`config.mk`:
```
export PLATFORM = sky130hd
export DESIGN_NAME = aux_clk_gen
export DESIGN_NICKNAME = d
export VERILOG_FILES = /design/src/rtl/aux_clk_pkg.sv /design/src/rtl/aux_clk_ctrl.sv /design/src/rtl/aux_clk_dpath.sv /design/src/rtl/aux_clk_gen.sv
export SDC_FILE = /design/constraint.sdc
export NUM_CORES = 1
export LEC_CHECK = 0
export ABC_AREA = 1
export BUFFER_PORTS_ARGS = -buffer_cell sky130_fd_sc_hd__buf_2
export CAP_MARGIN = 0
export CORE_UTILIZATION = 40
export CTS_BUF_LIST = sky130_fd_sc_hd__clkbuf_4 sky130_fd_sc_hd__clkbuf_8
export DETAILED_ROUTE_END_ITERATION = 10
export GPL_TIMING_DRIVEN = 0
export PLACE_DENSITY_LB_ADDON = 0.15
export SLEW_MARGIN = 10
export SYNTH_ARGS = -nofsm -noshare
export SYNTH_HDL_FRONTEND = slang
export SYNTH_HIERARCHICAL = 1
export SYNTH_SLANG_ARGS = --single-unit
```
`constraint.sdc`:
```
create_clock -name clk -period 2.52 [get_ports clk]
set_input_delay 0.504 -clock clk [delete_from_list [all_inputs] [get_ports clk]]
set_output_delay 0.504 -clock clk [all_outputs]
set_load 0.005 [all_outputs]
```
`src/rtl/aux_clk_pkg.sv`:
```
package aux_clk_pkg;
  typedef enum logic [1:0] {
    PH_IDLE  = 2'd0,
    PH_SHIFT = 2'd1,
    PH_HIGH  = 2'd2,
    PH_LOW   = 2'd3
  } phase_t;

  typedef struct packed {
    logic ldShift;
    logic ldHigh;
    logic ldLow;
    logic cntEn;
    logic wrStb;
    logic rdStb;
  } genStrobes_t;
endpackage

```
`src/rtl/aux_clk_ctrl.sv`:
```
module aux_clk_ctrl
  import aux_clk_pkg::*;
(
  input  logic        clk,
  input  logic        rstN,
  input  logic        wbCyc,
  input  logic        wbStb,
  input  logic        wbWe,
  input  logic        alignPulse,
  input  logic        cntLast,
  input  logic        shiftZero,
  output genStrobes_t stb,
  output logic        wbAck,
  output logic        clkOut
);
  phase_t phase, phaseNext;
  logic   ldShift, ldHigh, ldLow;

  always_comb begin
    phaseNext = phase;
    ldShift   = 1'b0;
    ldHigh    = 1'b0;
    ldLow     = 1'b0;
    if (alignPulse) begin
      if (shiftZero) begin
        phaseNext = PH_HIGH;
        ldHigh    = 1'b1;
      end else begin
        phaseNext = PH_SHIFT;
        ldShift   = 1'b1;
      end
    end else if (cntLast) begin
      unique case (phase)
        PH_SHIFT: begin phaseNext = PH_HIGH; ldHigh = 1'b1; end
        PH_HIGH:  begin phaseNext = PH_LOW;  ldLow  = 1'b1; end
        PH_LOW:   begin phaseNext = PH_HIGH; ldHigh = 1'b1; end
        default:  phaseNext = phase;
      endcase
    end
  end

  always_ff @(posedge clk) begin
    if (!rstN) begin
      phase <= PH_IDLE;
      wbAck <= 1'b0;
    end else begin
      phase <= phaseNext;
      wbAck <= wbCyc & wbStb & ~wbAck;
    end
  end

  always_comb begin
    stb.ldShift = ldShift;
    stb.ldHigh  = ldHigh;
    stb.ldLow   = ldLow;
    stb.cntEn   = (phase != PH_IDLE);
    stb.wrStb   = wbCyc & wbStb & wbWe & ~wbAck;
    stb.rdStb   = wbCyc & wbStb & ~wbWe & ~wbAck;
  end

  assign clkOut = (phase == PH_HIGH);

  p_ack_single_r10: assert property (@(posedge clk) disable iff (!rstN)
    wbAck |=> !wbAck);
  p_ack_follows_req_r10: assert property (@(posedge clk) disable iff (!rstN)
    (wbCyc && wbStb && !wbAck) |=> wbAck);
  p_align_restart_r9: assert property (@(posedge clk) disable iff (!rstN)
    alignPulse |=> (phase == PH_SHIFT || phase == PH_HIGH));
  p_idle_low_r1: assert property (@(posedge clk) disable iff (!rstN)
    (phase == PH_IDLE && !alignPulse) |=> !clkOut);
  p_zero_shift_high_r6: assert property (@(posedge clk) disable iff (!rstN)
    (alignPulse && shiftZero) |=> clkOut);
endmodule

```
`src/rtl/aux_clk_dpath.sv`:
```
module aux_clk_dpath
  import aux_clk_pkg::*;
#(
  parameter int TICK_W    = 16,
  parameter int TAP_W     = 5,
  parameter int ADDR_W    = 5,
  parameter int DATA_W    = 32,
  parameter int DEF_HIGH  = 25,
  parameter int DEF_LOW   = 25,
  parameter int DEF_SHIFT = 15
) (
  input  logic              clk,
  input  logic              rstN,
  input  genStrobes_t       stb,
  input  logic [ADDR_W-1:0] wbAdr,
  input  logic [DATA_W-1:0] wbDatIn,
  input  logic [TAP_W-1:0]  sigTapCur,
  input  logic              sigLocked,
  input  logic [TAP_W-1:0]  ppsTapCur,
  output logic [DATA_W-1:0] wbDatOut,
  output logic [TAP_W-1:0]  sigTapSet,
  output logic [TAP_W-1:0]  ppsTapSet,
  output logic              cntLast,
  output logic              shiftZero
);
  localparam int TAP_CUR_LSB = 8;
  localparam int LOCK_BIT    = DATA_W - 1;
  localparam logic [ADDR_W-1:0] A_HIGH  = ADDR_W'(0);
  localparam logic [ADDR_W-1:0] A_LOW   = ADDR_W'(4);
  localparam logic [ADDR_W-1:0] A_SHIFT = ADDR_W'(8);
  localparam logic [ADDR_W-1:0] A_SIGD  = ADDR_W'(12);
  localparam logic [ADDR_W-1:0] A_PPSD  = ADDR_W'(16);

  logic [TICK_W-1:0] highW, lowW, shiftW, cnt;
  logic [TICK_W-1:0] effHigh, effLow;
  logic [DATA_W-1:0] rdMux;
  logic              unusedDat;

  assign unusedDat = ^wbDatIn[DATA_W-1:TICK_W];

  always_ff @(posedge clk) begin
    if (!rstN) begin
      highW     <= TICK_W'(DEF_HIGH);
      lowW      <= TICK_W'(DEF_LOW);
      shiftW    <= TICK_W'(DEF_SHIFT);
      sigTapSet <= '0;
      ppsTapSet <= '0;
    end else if (stb.wrStb) begin
      unique case (wbAdr)
        A_HIGH:  highW     <= wbDatIn[TICK_W-1:0];
        A_LOW:   lowW      <= wbDatIn[TICK_W-1:0];
        A_SHIFT: shiftW    <= wbDatIn[TICK_W-1:0];
        A_SIGD:  sigTapSet <= wbDatIn[TAP_W-1:0];
        A_PPSD:  ppsTapSet <= wbDatIn[TAP_W-1:0];
        default: ;
      endcase
    end
  end

  always_comb begin
    rdMux = '0;
    unique case (wbAdr)
      A_HIGH:  rdMux[TICK_W-1:0] = highW;
      A_LOW:   rdMux[TICK_W-1:0] = lowW;
      A_SHIFT: rdMux[TICK_W-1:0] = shiftW;
      A_SIGD: begin
        rdMux[TAP_CUR_LSB +: TAP_W] = sigTapCur;
        rdMux[LOCK_BIT]             = sigLocked;
      end
      A_PPSD:  rdMux[TAP_CUR_LSB +: TAP_W] = ppsTapCur;
      default: ;
    endcase
  end

  always_ff @(posedge clk) begin
    if (!rstN)           wbDatOut <= '0;
    else if (stb.rdStb)  wbDatOut <= rdMux;
  end

  assign effHigh   = (highW == '0) ? TICK_W'(1) : highW;
  assign effLow    = (lowW  == '0) ? TICK_W'(1) : lowW;
  assign shiftZero = (shiftW == '0);

  always_ff @(posedge clk) begin
    if (!rstN)             cnt <= '0;
    else if (stb.ldShift)  cnt <= shiftW;
    else if (stb.ldHigh)   cnt <= effHigh;
    else if (stb.ldLow)    cnt <= effLow;
    else if (stb.cntEn)    cnt <= cnt - TICK_W'(1);
  end

  assign cntLast = stb.cntEn && (cnt == TICK_W'(1));

  p_cnt_live_r8: assert property (@(posedge clk) disable iff (!rstN)
    stb.cntEn |-> (cnt != '0));
  p_sig_tap_pass_r3: assert property (@(posedge clk) disable iff (!rstN)
    (stb.wrStb && wbAdr == A_SIGD) |=> (sigTapSet == $past(wbDatIn[TAP_W-1:0])));
  p_cfg_hold_r2: assert property (@(posedge clk) disable iff (!rstN)
    !stb.wrStb |=> ($stable(highW) && $stable(lowW) && $stable(shiftW)));
  p_width_defer_r7: assert property (@(posedge clk) disable iff (!rstN)
    (stb.cntEn && !stb.ldShift && !stb.ldHigh && !stb.ldLow) |=> (cnt == $past(cnt) - TICK_W'(1)));
endmodule

```
`src/rtl/aux_clk_gen.sv`:
```
module aux_clk_gen
  import aux_clk_pkg::*;
#(
  parameter int TICK_W    = 16,
  parameter int TAP_W     = 5,
  parameter int ADDR_W    = 5,
  parameter int DATA_W    = 32,
  parameter int DEF_HIGH  = 25,
  parameter int DEF_LOW   = 25,
  parameter int DEF_SHIFT = 15
) (
  input  logic              clk,
  input  logic              rstN,
  input  logic              wbCyc,
  input  logic              wbStb,
  input  logic              wbWe,
  input  logic [ADDR_W-1:0] wbAdr,
  input  logic [DATA_W-1:0] wbDatIn,
  output logic [DATA_W-1:0] wbDatOut,
  output logic              wbAck,
  input  logic              alignPulse,
  input  logic [TAP_W-1:0]  sigTapCur,
  input  logic              sigLocked,
  input  logic [TAP_W-1:0]  ppsTapCur,
  output logic [TAP_W-1:0]  sigTapSet,
  output logic [TAP_W-1:0]  ppsTapSet,
  output logic              clkOut
);
  genStrobes_t stb;
  logic        cntLast, shiftZero;

  aux_clk_ctrl u_ctrl (
    .clk(clk), .rstN(rstN), .wbCyc(wbCyc), .wbStb(wbStb), .wbWe(wbWe),
    .alignPulse(alignPulse), .cntLast(cntLast), .shiftZero(shiftZero),
    .stb(stb), .wbAck(wbAck), .clkOut(clkOut)
  );

  aux_clk_dpath #(
    .TICK_W(TICK_W), .TAP_W(TAP_W), .ADDR_W(ADDR_W), .DATA_W(DATA_W),
    .DEF_HIGH(DEF_HIGH), .DEF_LOW(DEF_LOW), .DEF_SHIFT(DEF_SHIFT)
  ) u_dpath (
    .clk(clk), .rstN(rstN), .stb(stb), .wbAdr(wbAdr), .wbDatIn(wbDatIn),
    .sigTapCur(sigTapCur), .sigLocked(sigLocked), .ppsTapCur(ppsTapCur),
    .wbDatOut(wbDatOut), .sigTapSet(sigTapSet), .ppsTapSet(ppsTapSet),
    .cntLast(cntLast), .shiftZero(shiftZero)
  );
endmodule

```
==> summary.md <==
| Metric | Value |
|---|---|
| Synth Area in Compound Gates | `0.245` |
| Depth of the worst hold-timing path | `3` |
| Via count | `5173` |
| Post-Synth Adder-Cell Area | `0.00513` |
| Yosys top cell by area | `dfxtp_1` |
| Multiplexer area fraction after synthesis | `0` |
| Ant diodes | `0` |
| Critical Path Start Type | `register` |
| VDD IR-drop max | `0.321 mV` |
| Placed cell areas | `0.00544 mm²` |
| GRT overflow | `0` |
| CTS root buffer | `clkbuf_8` |
| Mean Syn Cell Area | `6.82 µm²` |
| M3 GR Usage | `0.0432` |
| Max-slew headroom | `0.560` |
| Synth Instances | `715` |
| CTS clock-pin slew for the worst setup and hold paths | `0.09 ns` |
| XOR/XNOR Fraction of Synth Area | `0.00719` |
| Critical path arrival | `2.68 ns` |
| Run status | `complete, no violations` |
| Reg2Reg Depth | `12` |
| Initial Util | `0.418` |
| Overall Global Routing Usage | `0.254` |
| Synth Register Bits | `94` |
| Ys flop type | `dfxtp_1` |
| CP Max Fanout | `10` |
| Cell Rows | `39` |
| Vias in the first global route | `4742` |
| Avg WL per Cell | `16.5 µm` |
| Hold Violations, Final | `0` |
| Num CTS Buffers | `9` |
| Crit. End Element | `register` |
| Yosys warning total | `6` |
| Gp weighted congestion | `0.894` |
| Worst Hold Launch | `sigLocked` |
| Via density | `5.40` |
| Reg2Reg Capture Point | `u_dpath/cnt[2]` |
| RSZ-0062 raised after global routing | `true` |
| Largest cells by area after synthesis | `dfxtp_1 39%, o21ai_0 9.9%, a21oi_1 9.3%, nand2_1 9.2%, nor2_1 6.5%` |
| Peak Freq | `0.422 GHz` |
| Post-Synthesis Cell Area | `0.00487 mm²` |
| Post-synth EDFFs | `0` |
| Worst reg2reg startpoint | `u_dpath/shiftW[10]` |
| DR iter-0 viols | `436` |
| Largest family of logic cells by synthesized area | `compound AO/OA/AOI/OAI gates` |
| Fin area | `0.00577 mm²` |
| Post-route antenna net violation count | `0` |
| Final nets | `867` |
| Worst endpoint required time | `2.83 ns` |
| I/O pin count | `98` |
| Setup Skew | `0.0107 ns` |
| Met1 Usage GRT | `0.322` |
| Met2 usage | `0.417` |
| Tightest Hold Check Type | `input port to register` |
| Setup violators final | `0` |
| Max Cap Viol | `0` |
| Distinct cell type count after synthesis | `38` |
| Leak Pwr | `2.50 nW` |
| Min cycle time layout | `2.37 ns` |
| First-pass GRT wire length | `24700 µm` |
| Final count of pins violating max slew | `0` |
| Synth top area share | `0.386` |
| Measured slew at the worst slew-check pin | `0.660 ns` |
| Global route hottest layer | `met2` |
| Ys async rst share | `0` |
| Drt pass-1 iters | `5` |
| Synth top cells by count | `120 x nand2_1, 96 x o21ai_0, 94 x dfxtp_1` |
| Most common cell in the synthesized netlist | `nand2_1` |
| Die Span X | `112 µm` |
| Port bufs | `66` |
| DRC Markers | `0` |
| HPWL Detailed | `11900 µm` |
| CORE AREA | `0.0117 mm²` |
| Largest net degree at the start of global routing | `17` |
| Synth Area in Simple Gates | `0.228` |
| Die Ht | `112 µm` |
| Reg2Reg Setup Slack | `0.15 ns` |
| Layout cell share with drive strength beyond 1 | `0.194` |
| Routed WL | `15800 µm` |
| Die area | `0.0126 mm²` |
| Cts hold-fix bufs | `0` |
| Final Cycle Share | `0.939` |
| Sequential-to-total area share from yosys stat | `0.386` |
| Total chip power | `3.04 mW` |
| Area Growth Syn to Fin | `18.5%` |
| Hold Crit Endpoint | `u_dpath/wbDatOut[31]` |
| H-tree Lvls | `3` |
| Antenna violations before repair | `0` |
| PwrDens | `526 mW/mm²` |
| Clk_lat worst skew | `0.37 ns` |
| Worst Setup Path Type | `register to register` |
| CTS Buffer Depth | `2` |
| Num Clock Sinks | `94` |
| CTS tree | `yes` |
[sequential cells by signal, indices dropped and copies added, names as in the netlist]
register           cells
u_dpath/wbDatOut      17
u_dpath/cnt           16
u_dpath/highW         16
u_dpath/lowW          16
u_dpath/shiftW        16
u_dpath/ppsTapSet      5
u_dpath/sigTapSet      5
u_ctrl/phase           2
u_ctrl/wbAck           1
[layer usage]
metal	share of wire	vias to the layer above	wire [µm]
met3	0.086	41	1350
met4	0.039	0	614
met1	0.42	2353	6680
li1	-	2523	-
met2	0.45	256	7130
met5	0	-	0
[cell families (layout without fill, tap and decap cells)]
| family | after synthesis | after routing |
|---|---|---|
| other | 1 | 15 |
| AOI/OAI and AO/OA | 225 | 225 |
| and+or+nand+nor | 255 | 255 |
| adders and majority gates | 2 | 2 |
| buffers and inverters | 134 | 220 |
| xor gates and xnor gates | 4 | 4 |
| DFF | 94 | 94 |
[worst max-delay path, stage by stage, from the launching register on]
cell,delay (ns)
dfxtp_1,0.36
nor4_2,0.33
nand3_1,0.13
nor3_2,0.24
inv_1,0.10
nand2_1,0.08
inv_1,0.04
buf_4,0.13
buf_2,0.19
inv_1,0.18
clkbuf_4,0.24
o221ai_1,0.13
a21oi_1,0.16
[area by class of cell]
cell class	instances	area (µm²)
Fill cell	1183	5890
Multi-Input combinational cell	501	2480
Sequential cell	94	1890
Timing Repair Buffer	73	383
Buffer	49	333
Inverter	83	318
Tap cell	143	179
Clock buffer	9	124
Clock inverter	6	70.1
[cell usage in the layout, fill, tap and decap left out, types with 16 or more instances in the layout]
cell type,synthesis,layout
a21oi_1,91,91
buf_2,11,74
buf_4,19,24
dfxtp_1,94,91
inv_1,74,72
nand2_1,120,120
nand3_1,24,24
nor2_1,84,81
o21ai_0,96,89
o21ai_1,9,16
[what timing repair did]
item                       CTS  global route
gates resized for setup     15            31
pin swaps                    2             4
setup endpoints to repair   16            16
buffers inserted             1             6
[stage by stage]
step	hold WS [ns]	utilization	TNS (ns)	std cells	setup WS, ns
after floorplan	0.461	-	0	729	0.183
after global placement	0.455	0.466	-8.09	938	-0.588
after detailed placement	0.457	0.466	-8.28	938	-0.607
after CTS	0.379	0.487	0	954	0.00351
after global routing	0.398	0.495	-0.0465	958	-0.0330
final	0.390	0.495	0	958	0.152
[where the power goes]
| part | switching [mW] | internal, mW | leakage [nW] |
|---|---|---|---|
| combinational | 0.287 | 0.165 | 1.65 |
| clock | 0.572 | 0.460 | 0.0883 |
| sequential | 0.0340 | 1.52 | 0.762 |
| total | 0.893 | 2.14 | 2.50 |
[worst max-delay path by stage]
stage / from / end / slack, ns / cells after the start
CTS: u_ctrl/phase[0] / u_dpath/cnt[13] / 0.004 / 14
detailed placement: u_ctrl/phase[0] / u_dpath/cnt[2] / -0.61 / 13
global placement: u_ctrl/phase[0] / u_dpath/cnt[2] / -0.59 / 13
floorplan: u_ctrl/phase[0] / u_dpath/cnt[2] / 0.18 / 13
finish: u_dpath/shiftW[10] / u_dpath/cnt[2] / 0.15 / 12
global route: u_dpath/cnt[1] / u_dpath/cnt[4] / -0.03 / 13
(Power assumes the default switching activity.)
